`config.mk`:
```
export PLATFORM = sky130hd
export DESIGN_NAME = joy_cmd_engine
export DESIGN_NICKNAME = d
export VERILOG_FILES = /design/src/rtl/joy_cmd_pkg.sv /design/src/rtl/joy_hdr_decode.sv /design/src/rtl/joy_cmd_decode.sv /design/src/rtl/joy_reply_mux.sv /design/src/rtl/joy_ctrl_finish.sv /design/src/rtl/joy_cmd_engine.sv
export SDC_FILE = /design/constraint.sdc
export NUM_CORES = 1
export LEC_CHECK = 0
export ABC_CLOCK_PERIOD_IN_PS = 7280
export CAP_MARGIN = 20
export CORE_UTILIZATION = 55
export CTS_CLUSTER_DIAMETER = 40
export DETAILED_ROUTE_END_ITERATION = 6
export PLACE_DENSITY = 0.82
export SLEW_MARGIN = 10
export SYNTH_ARGS = -nofsm -noshare
export SYNTH_HDL_FRONTEND = slang
export SYNTH_SLANG_ARGS = --single-unit
```
`constraint.sdc`:
```
create_clock -name clk_i -period 7.28 [get_ports clk_i]
set_input_delay 2.184 -clock clk_i [delete_from_list [all_inputs] [get_ports clk_i]]
set_output_delay 2.184 -clock clk_i [all_outputs]
set_load 0.02 [all_outputs]
```
`src/rtl/joy_cmd_pkg.sv`:
```
package joy_cmd_pkg;
  typedef enum logic [2:0] {
    ST_IDLE, ST_CTRL, ST_HDR, ST_RX, ST_CMD, ST_REPLY, ST_ADV, ST_FIN
  } eng_state_e;

  typedef enum logic [1:0] {HDR_CHAN, HDR_STOP, HDR_SKIP, HDR_FRAME} hdr_kind_e;
  typedef enum logic [1:0] {RPL_NONE, RPL_IDENT, RPL_PAD, RPL_BAD} rpl_kind_e;

  localparam logic [5:0] TX_IDLE_A = 6'h00;
  localparam logic [5:0] TX_IDLE_B = 6'h3D;
  localparam logic [5:0] TX_STOP   = 6'h3E;
  localparam logic [5:0] TX_SKIP   = 6'h3F;
  localparam logic [7:0] RX_FORCE  = 8'h80;
  localparam logic [7:0] RX_STOP   = 8'hFE;
  localparam logic [7:0] CMD_INFO  = 8'h00;
  localparam logic [7:0] CMD_RESET = 8'hFF;
  localparam logic [7:0] CMD_POLL  = 8'h01;
  localparam logic [7:0] CMD_RD    = 8'h02;
  localparam logic [7:0] CMD_WR    = 8'h03;
  localparam logic [7:0] ID_B0     = 8'h05;
  localparam logic [7:0] ID_B1     = 8'h00;
  localparam logic [7:0] ID_B2     = 8'h01;
  localparam logic [7:0] CTRL_DONE = 8'h80;
  localparam int unsigned ID_LEN   = 3;
endpackage

```
`src/rtl/joy_hdr_decode.sv`:
```
module joy_hdr_decode
  import joy_cmd_pkg::*;
(
  input  logic [5:0] hdr_i,
  output hdr_kind_e  kind_o
);
  always_comb begin
    if (hdr_i == TX_IDLE_A || hdr_i == TX_IDLE_B) kind_o = HDR_CHAN;
    else if (hdr_i == TX_STOP)                    kind_o = HDR_STOP;
    else if (hdr_i == TX_SKIP)                    kind_o = HDR_SKIP;
    else                                          kind_o = HDR_FRAME;
  end
endmodule

```
`src/rtl/joy_cmd_decode.sv`:
```
module joy_cmd_decode
  import joy_cmd_pkg::*;
(
  input  logic [7:0] cmd_i,
  output rpl_kind_e  kind_o,
  output logic       extra_chan_o
);
  always_comb begin
    extra_chan_o = (cmd_i == CMD_RESET);
    unique case (cmd_i)
      CMD_INFO, CMD_RESET: kind_o = RPL_IDENT;
      CMD_POLL:            kind_o = RPL_PAD;
      CMD_RD, CMD_WR:      kind_o = RPL_NONE;
      default:             kind_o = RPL_BAD;
    endcase
  end
endmodule

```
`src/rtl/joy_reply_mux.sv`:
```
module joy_reply_mux
  import joy_cmd_pkg::*;
#(
  parameter int unsigned PAD_BYTES = 4,
  parameter int unsigned BEAT_W    = 3
) (
  input  rpl_kind_e               kind_i,
  input  logic [BEAT_W-1:0]       beat_i,
  input  logic [8*PAD_BYTES-1:0]  pad_state_i,
  output logic [7:0]              byte_o
);
  logic [7:0] pad_b [PAD_BYTES];

  for (genvar g = 0; g < PAD_BYTES; g++) begin : g_pad
    assign pad_b[g] = pad_state_i[8*(PAD_BYTES-g)-1 -: 8];
  end

  always_comb begin
    byte_o = '0;
    if (kind_i == RPL_IDENT) begin
      case (beat_i)
        BEAT_W'(0): byte_o = ID_B0;
        BEAT_W'(1): byte_o = ID_B1;
        default:    byte_o = ID_B2;
      endcase
    end else if (kind_i == RPL_PAD) begin
      for (int k = 0; k < PAD_BYTES; k++)
        if (beat_i == BEAT_W'(k)) byte_o = pad_b[k];
    end
  end
endmodule

```
`src/rtl/joy_ctrl_finish.sv`:
```
module joy_ctrl_finish
  import joy_cmd_pkg::*;
(
  input  logic [7:0] ctrl_i,
  output logic       we_o,
  output logic [7:0] wdata_o
);
  always_comb begin
    if (ctrl_i[5] || ctrl_i[4]) begin
      we_o    = 1'b1;
      wdata_o = CTRL_DONE;
    end else if (ctrl_i[3]) begin
      we_o    = 1'b1;
      wdata_o = ctrl_i & ~8'h08;
    end else begin
      we_o    = 1'b0;
      wdata_o = ctrl_i;
    end
  end
endmodule

```
`src/rtl/joy_cmd_engine.sv`:
```
module joy_cmd_engine
  import joy_cmd_pkg::*;
#(
  parameter int unsigned RAM_DEPTH = 64,
  parameter int unsigned PAD_BYTES = 4,
  parameter int unsigned CHAN_W    = 7
) (
  input  logic                          clk_i,
  input  logic                          rst_ni,
  input  logic                          start_i,
  input  logic [8*PAD_BYTES-1:0]        pad_state_i,
  input  logic [7:0]                    ram_rdata_i,
  output logic [$clog2(RAM_DEPTH)-1:0]  ram_addr_o,
  output logic                          ram_we_o,
  output logic [7:0]                    ram_wdata_o,
  output logic                          busy_o,
  output logic                          done_o,
  output logic                          err_o,
  output logic [CHAN_W-1:0]             chan_o
);
  localparam int unsigned AW     = $clog2(RAM_DEPTH);
  localparam int unsigned IDX_W  = AW + 2;
  localparam int unsigned BEAT_W = $clog2((PAD_BYTES > ID_LEN ? PAD_BYTES : ID_LEN) + 1);
  localparam logic [AW-1:0]    CTRL_IDX = AW'(RAM_DEPTH - 1);
  localparam logic [IDX_W-1:0] SCAN_END = IDX_W'(RAM_DEPTH - 1);

  eng_state_e        state_q;
  logic [IDX_W-1:0]  idx_q, base_q, wr_idx;
  logic [5:0]        tx_q, rx_q;
  logic [BEAT_W-1:0] beat_q, last_q;
  rpl_kind_e         kind_q, cmd_kind;
  logic [7:0]        ctrl_q, rx_forced, reply_byte, fin_byte;
  logic [CHAN_W-1:0] chan_q;
  logic              err_q, done_q, extra_chan, fin_we;
  hdr_kind_e         hdr_kind;

  joy_hdr_decode u_hdr (.hdr_i(ram_rdata_i[5:0]), .kind_o(hdr_kind));

  joy_cmd_decode u_cmd (
    .cmd_i(ram_rdata_i), .kind_o(cmd_kind), .extra_chan_o(extra_chan)
  );

  joy_reply_mux #(.PAD_BYTES(PAD_BYTES), .BEAT_W(BEAT_W)) u_reply (
    .kind_i(kind_q), .beat_i(beat_q), .pad_state_i(pad_state_i), .byte_o(reply_byte)
  );

  joy_ctrl_finish u_fin (.ctrl_i(ctrl_q), .we_o(fin_we), .wdata_o(fin_byte));

  assign wr_idx    = base_q + IDX_W'(beat_q);
  assign rx_forced = ram_rdata_i | RX_FORCE;

  always_comb begin
    ram_addr_o  = '0;
    ram_we_o    = 1'b0;
    ram_wdata_o = reply_byte;
    unique case (state_q)
      ST_CTRL:              ram_addr_o = CTRL_IDX;
      ST_HDR, ST_RX, ST_CMD: ram_addr_o = idx_q[AW-1:0];
      ST_REPLY: begin
        ram_addr_o = wr_idx[AW-1:0];
        ram_we_o   = (wr_idx < SCAN_END);  // never reach the control byte
      end
      ST_FIN: begin
        ram_addr_o  = CTRL_IDX;
        ram_we_o    = fin_we;
        ram_wdata_o = fin_byte;
      end
      default: ;
    endcase
  end

  always_ff @(posedge clk_i or negedge rst_ni) begin
    if (!rst_ni) begin
      state_q <= ST_IDLE;
      idx_q   <= '0;
      base_q  <= '0;
      tx_q    <= '0;
      rx_q    <= '0;
      beat_q  <= '0;
      last_q  <= '0;
      kind_q  <= RPL_NONE;
      ctrl_q  <= '0;
      chan_q  <= '0;
      err_q   <= 1'b0;
      done_q  <= 1'b0;
    end else begin
      unique case (state_q)
        ST_IDLE: if (start_i) begin
          done_q  <= 1'b0;
          state_q <= ST_CTRL;
        end
        ST_CTRL: begin
          ctrl_q  <= ram_rdata_i;
          idx_q   <= '0;
          chan_q  <= '0;
          state_q <= ram_rdata_i[0] ? ST_HDR : ST_FIN;
        end
        ST_HDR: begin
          if (idx_q >= SCAN_END) begin
            state_q <= ST_FIN;
          end else begin
            idx_q <= idx_q + 1'b1;
            unique case (hdr_kind)
              HDR_CHAN:  chan_q <= chan_q + 1'b1;
              HDR_STOP:  state_q <= ST_FIN;
              HDR_SKIP:  ;
              HDR_FRAME: begin
                tx_q    <= ram_rdata_i[5:0];
                state_q <= ST_RX;
              end
            endcase
          end
        end
        ST_RX: begin
          idx_q <= idx_q + 1'b1;
          if (rx_forced == RX_STOP) begin
            state_q <= ST_FIN;
          end else begin
            rx_q    <= ram_rdata_i[5:0];
            state_q <= ST_CMD;
          end
        end
        ST_CMD: begin
          base_q <= idx_q + IDX_W'(tx_q);
          beat_q <= '0;
          kind_q <= cmd_kind;
          if (extra_chan) chan_q <= chan_q + 1'b1;
          unique case (cmd_kind)
            RPL_BAD: begin
              err_q   <= 1'b1;
              state_q <= ST_FIN;
            end
            RPL_NONE:  state_q <= ST_ADV;
            RPL_IDENT: begin
              last_q  <= BEAT_W'(ID_LEN - 1);
              state_q <= ST_REPLY;
            end
            RPL_PAD: begin
              last_q  <= BEAT_W'(PAD_BYTES - 1);
              state_q <= ST_REPLY;
            end
          endcase
        end
        ST_REPLY: begin
          beat_q <= beat_q + 1'b1;
          if (beat_q == last_q) state_q <= ST_ADV;
        end
        ST_ADV: begin
          idx_q   <= idx_q + IDX_W'(tx_q) + IDX_W'(rx_q);
          chan_q  <= chan_q + 1'b1;
          state_q <= ST_HDR;
        end
        ST_FIN: begin
          done_q  <= 1'b1;
          state_q <= ST_IDLE;
        end
        default: state_q <= ST_IDLE;
      endcase
    end
  end

  assign busy_o = (state_q != ST_IDLE);
  assign done_o = done_q;
  assign err_o  = err_q;
  assign chan_o = chan_q;

  // done and busy never overlap; done only rises out of a pass
  assert_done_busy_excl_R1: assert property (@(posedge clk_i) disable iff (!rst_ni)
    !(busy_o && done_o));
  assert_done_after_pass_R1: assert property (@(posedge clk_i) disable iff (!rst_ni)
    $rose(done_o) |-> $past(busy_o));
  // padding header leaves the count alone
  assert_skip_no_count_R3: assert property (@(posedge clk_i) disable iff (!rst_ni)
    (state_q == ST_HDR && idx_q < SCAN_END && hdr_kind == HDR_SKIP) |=> $stable(chan_o));
  // reset-type command counts once at decode
  assert_reset_cmd_count_R6: assert property (@(posedge clk_i) disable iff (!rst_ni)
    (state_q == ST_CMD && ram_rdata_i == CMD_RESET) |=> chan_o == $past(chan_o) + 1'b1);
  // error flag is sticky
  assert_err_sticky_R10: assert property (@(posedge clk_i) disable iff (!rst_ni)
    err_o |=> err_o);
  // reply writes stay below the control byte
  assert_reply_below_ctrl_R11: assert property (@(posedge clk_i) disable iff (!rst_ni)
    (ram_we_o && state_q == ST_REPLY) |-> ram_addr_o != CTRL_IDX);
  // no write while idle
  assert_idle_no_write_R13: assert property (@(posedge clk_i) disable iff (!rst_ni)
    !busy_o |-> !ram_we_o);
endmodule

```
Yosys cells after proc, flatten, opt, wreduce, memory -nomap -nowiden:

Index checks and enable logic that the tools add are counted.

* register bits: 56
* input bits: 43
* output and inout port bits: 25

* add/subtract/negate cells: 6
* order comparisons: 2
* equal/unequal tests: 32
* multiplexer cells: 35
* bitwise logic cells: 2
* reduce and logical (&&, ||, !) cells: 27

Operators by type and width (count)
* $mux W8: 9
* $pmux W8 S4: 1
* $pmux W7 S4: 1
* $pmux W3 S2: 4
* $pmux W3 S8: 1
* $mux W7: 3
* $eq A6 B6 Y1 const B: 3
* $pmux W6 S3: 1
* $add A8 B6 Y8: 2
* $eq A8 B2 Y1 const B: 2
* $eq A3 B2 Y1 const B: 4
* $eq A3 B3 Y1 const B: 4
* $mux W3: 4
* $ne A2 B2 Y1 const B: 5
* $reduce_and A2 Y1: 5
* $pmux W3 S3: 1
* $add A8 B1 Y8 const B: 1
* $add A8 B3 Y8: 1
* $eq A2 B2 Y1 const B: 4
* $eq A8 B1 Y1 const B: 1
* $eq A8 B8 Y1 const B: 1
* $ge A8 B6 Y1 const B: 1
* $logic_not A8 Y1: 1
* $lt A8 B6 Y1 const B: 1
* other kinds (23): 43

Logic depth before layout (Yosys ltp):

* word-level depth: 8
* depth in mapped cells: 12
* gate-level depth less buffers: 12

By module:

A second synthesis with hierarchy kept.

* cells, all modules: 456
* area total of the unflattened synthesis: 4142.7 µm²

By module, submodules not included
* joy_cmd_engine: times used 1, cells an instance 389, area each 3618.5 µm²
* joy_reply_mux: times used 1, cells an instance 42, area each 339.1 µm²
* joy_ctrl_finish: times used 1, cells an instance 10, area each 68.8 µm²
* joy_hdr_decode: times used 1, cells an instance 6, area each 58.8 µm²
* joy_cmd_decode: times used 1, cells an instance 9, area each 57.6 µm²

Worst setup path before layout:

No wires, ideal clock.

* kind: input -> output
* from: input pad_state_i[24]
* to: output ram_wdata_o[0]
* arrival time: 3.060 ns
* data required time: 5.096 ns
* setup slack: 2.036 ns
* stages: 6
* cells stage by stage: nand2_1 > nor2_1 > a21oi_1 > o21ai_0 > a22oi_1 > o21ai_0

* cells in the longest elaborated chain, start to end: 7

RTL lines
* start, declared: RTL line joy_cmd_engine.sv:11 `input logic [8*PAD_BYTES-1:0] pad_state_i,`
* $mux W8 (4 in series): RTL line joy_reply_mux.sv:28 `if (beat_i == BEAT_W'(k)) byte_o = pad_b[k];`
* $mux W8: RTL line joy_reply_mux.sv:26 `end else if (kind_i == RPL_PAD) begin`
* $mux W8: RTL line joy_reply_mux.sv:20 `if (kind_i == RPL_IDENT) begin`
* $mux W8: RTL line joy_cmd_engine.sv:56 `unique case (state_q)`
* end, declared: RTL line joy_cmd_engine.sv:15 `output logic [7:0] ram_wdata_o,`

Every way passes these cells.

Worst setup path in the final report:

* from: input pad_state_i[26]
* to: output ram_wdata_o[2]

The elaborated chain is that of the path after synthesis.

==> impl_metrics.env <==
export IMPL_hold_class="register to register"
export IMPL_antenna_left=0
export IMPL_slew_violations=0
export IMPL_wl_mm=10.55
export IMPL_setup_viol=0
export IMPL_max_vdd_ir_drop_mv=0.3588
export IMPL_multi_input_area_sq_mm=0.002426
export IMPL_drt_iter0_drc=259
export IMPL_setup_tns_ns=0
export IMPL_cts_sinks=55
export IMPL_status="finished, final reports clean"
export IMPL_grt_setup_unrepaired="false"
export IMPL_grt_pass1_vias=3512
export IMPL_dr_pass1_iters=5
export IMPL_crit_path_max_fanout=1
export IMPL_track_usage=0.2895
export IMPL_yosys_area_top_type="dfrtp_1"
export IMPL_synth_edf_count=0
export IMPL_fin_skew_ns=0.01176
export IMPL_hold_depth=1
export IMPL_r2r_slack_ns=4.09
export IMPL_cts_max_level=2
export IMPL_fmax_mhz=163.6
export IMPL_fp_dieW_um=86.94
export IMPL_routed_via_density=6.065
export IMPL_synth_cell_area_sq_mm=0.003968
export IMPL_synth_xor_xnor_area_share=0.03879
export IMPL_cts_root_buf="clkbuf_8"
export IMPL_grt_ovfl_total=0
export IMPL_postCtsSetupRepairBufs=0
export IMPL_p_per_area_mw_per_mm2=469.7
export IMPL_slew_headroom=0.3664
export IMPL_ys_async_sr_fraction=1.000
export IMPL_antenna_found_initial=0
export IMPL_yosys_warnings=0
export IMPL_synth_fa_ha_area_frac=0.1003
export IMPL_diodes=0
export IMPL_min_from="err_o$_DFFE_PN0P_"
export IMPL_ys_flop_type="dfrtp_1"
export IMPL_syn_area_per_cell_sq_um=8.663
export IMPL_holdBufCountCts=0
export IMPL_synth_area_top_cells="dfrtp_1, ha_1, o21ai_0, mux2_2, nand2_1"
export IMPL_tightestPinTransition_ns=0.9431
export IMPL_synthDistinctLibCells=57
export IMPL_endpoint_kind="output port"
export IMPL_drc=0
export IMPL_clk_latency_ns=0.32
export IMPL_arrival_ns=3.93
export IMPL_num_vias=3718
export IMPL_ys_seq_area_frac=0.3469
export IMPL_synthCells=458
export IMPL_muxShareOfSynthArea=0.06213
export IMPL_synth_top_area_frac=0.3469
export IMPL_layout_drive_gt1_share=0.08317
export IMPL_start_util=0.5776
export IMPL_grt_pass1_wl_mm=16.91
export IMPL_path_clk_slew_ns=0.10
export IMPL_maxCapViolCount=0
export IMPL_whs_endpoint="err_o$_DFFE_PN0P_"
export IMPL_period_needed_ns=6.114
export IMPL_portBuffers=67
export IMPL_gp_congestion=0.9419
export IMPL_reg2reg_to="idx_q[7]$_DFFE_PN0P_"
export IMPL_die_area_sq_mm=0.007558
export IMPL_regArea_sq_mm=0.001376
export IMPL_dp_cells=605
export IMPL_path_class="input port to output port"
export IMPL_ctsResizeCount=0
export IMPL_worstPathRequired_ns=5.10
export IMPL_rows=30
export IMPL_regToRegStartpoint="idx_q[0]$_DFFE_PN0P_"
export IMPL_fp_dieH_um=86.94
export IMPL_synth_most_common_cell="nand2_1"
export IMPL_synth_compound_area_share=0.2135
export IMPL_synth_top_family_by_area="compound AO/OA/AOI/OAI gates"
export IMPL_cts_buffer_depth=2
export IMPL_yosys_top_cells_count="nand2_1, dfrtp_1, o21ai_0"
export IMPL_cts_tree="done"
export IMPL_fin_cells=613
export IMPL_numCtsBuffers=5
export IMPL_nFillCells=564
export IMPL_synth_seq_cells=55
export IMPL_drt_wirelength_per_cell_um=17.20
export IMPL_grt_max_degree=56
export IMPL_yosys_area_share_simple=0.1968
export IMPL_r2r_cells=9
export IMPL_pin_count=68
export IMPL_p_leak_nw=2.061
export IMPL_post_route_period_util=0.8398
export IMPL_hold_violations=0
export IMPL_detailed_place_hpwl_mm=7.979
export IMPL_worst_setup_path_start_kind="input port"
export IMPL_design_core_area_sq_mm=0.006869
export IMPL_syn_to_final_growth_pct=20.50
export IMPL_fin_nets=589
export IMPL_synth_fp_nets=531
## flip-flops by register name, indices dropped and copies added (netlist names)
name / count
base_q: 8
ctrl_q: 8
idx_q: 8
chan_o: 7
rx_q: 6
tx_q: 6
beat_q: 3
state_q: 3
kind_q: 2
last_q: 2
done_o: 1
err_o: 1
## metrics by stage
step | worst slack [ns] | power, W | instance area, sq um | utilization | hold WS, ns
global placement | 1.188 | 0.001993 | 4678 | 0.6811 | 0.4383
finish | 1.166 | 0.002245 | 4781 | 0.6960 | 0.4890
detailed placement | 1.155 | 0.002048 | 4678 | 0.6811 | 0.4633
floorplan | 2.036 | 0.001623 | 3968 | - | 0.4496
global route | 1.024 | 0.002437 | 4781 | 0.6960 | 0.4890
CTS | 1.155 | 0.002239 | 4781 | 0.6960 | 0.4863
## routing by layer
metal	wire length, um	global-route usage	vias to the layer above
met1	4459	0.3667	1772
met5	0	0	-
met3	612	0.03981	29
met2	5158	0.5032	149
met4	316	0.1076	0
li1	-	-	1768
## logic make-up (layout without fill, tap and decap cells)
group / after synthesis / count (layout)
AO/OA/AOI/OAI: 134 / 134
AND/OR/NAND/NOR: 163 / 163
buffers and inverters: 38 / 97
flip-flops: 55 / 55
XOR/XNOR: 16 / 16
multiplexers: 22 / 22
adder cells (fa/ha/maj): 30 / 30
## where the power goes
| group | switching [W] | leakage (nW) | internal, W |
|---|---|---|---|
| logic | 0.000827 | 1.33 | 0.000649 |
| clock network | 0.000112 | 0.0515 | 0.0000727 |
| registers | 0.000153 | 0.681 | 0.000431 |
| total | 0.00109 | 2.06 | 0.00115 |
## layout by cell type (no fill, tap or decap), types with 3 or more instances in the layout
cell type and instances:
or4_1 3, a211oi_1 3, clkbuf_8 5, o211ai_1 5, and3_1 8, nand3_1 14
dfrtp_1 55, xnor2_1 4, mux2_2 21, a31oi_1 3, o31ai_1 5, xor2_1 11
nand4_1 4, ha_1 27, nand2b_1 3, fa_1 3, nor2b_1 4, a22oi_1 10
nor2_1 41, a22o_1 5, clkdlybuf4s50_1 66, o21ai_0 52, nand3b_1 3, a21oi_1 27
inv_1 18, a221oi_1 6, nor3_1 7, nand2_1 61, a21o_1 4
## critical path, stage by stage
cell and delay, ns:
clkdlybuf4s50_1 0.46, nand2_1 0.05, nor2_1 0.10, a21oi_1 0.05, o21ai_0 0.18, a22oi_1 0.09, o21ai_0 0.19, clkdlybuf4s50_1 0.64
## how the worst max path moves through the flow
| stage | start | to | slack, ns | cells after the start |
|---|---|---|---|---|
| 3_5_place_dp | pad_state_i[30] | ram_wdata_o[6] | 1.16 | 8 |
| 4_1_cts | pad_state_i[30] | ram_wdata_o[6] | 1.16 | 8 |
| 6_report | pad_state_i[26] | ram_wdata_o[2] | 1.17 | 8 |
| 5_1_grt | pad_state_i[24] | ram_wdata_o[0] | 1.02 | 8 |
| 2_1_floorplan | pad_state_i[24] | ram_wdata_o[0] | 2.04 | 6 |
| 3_3_place_gp | pad_state_i[25] | ram_wdata_o[1] | 1.19 | 8 |
## cell type report
class	instances	area share
Multi-Input combinational cell	365	0.5075
Sequential cell	55	0.2879
Timing Repair Buffer	69	0.1424
Tap cell	96	0.02512
Inverter	20	0.01570
Clock buffer	5	0.01439
Clock inverter	3	0.007066
No activity file was read; power rests on OpenSTA's default activity.
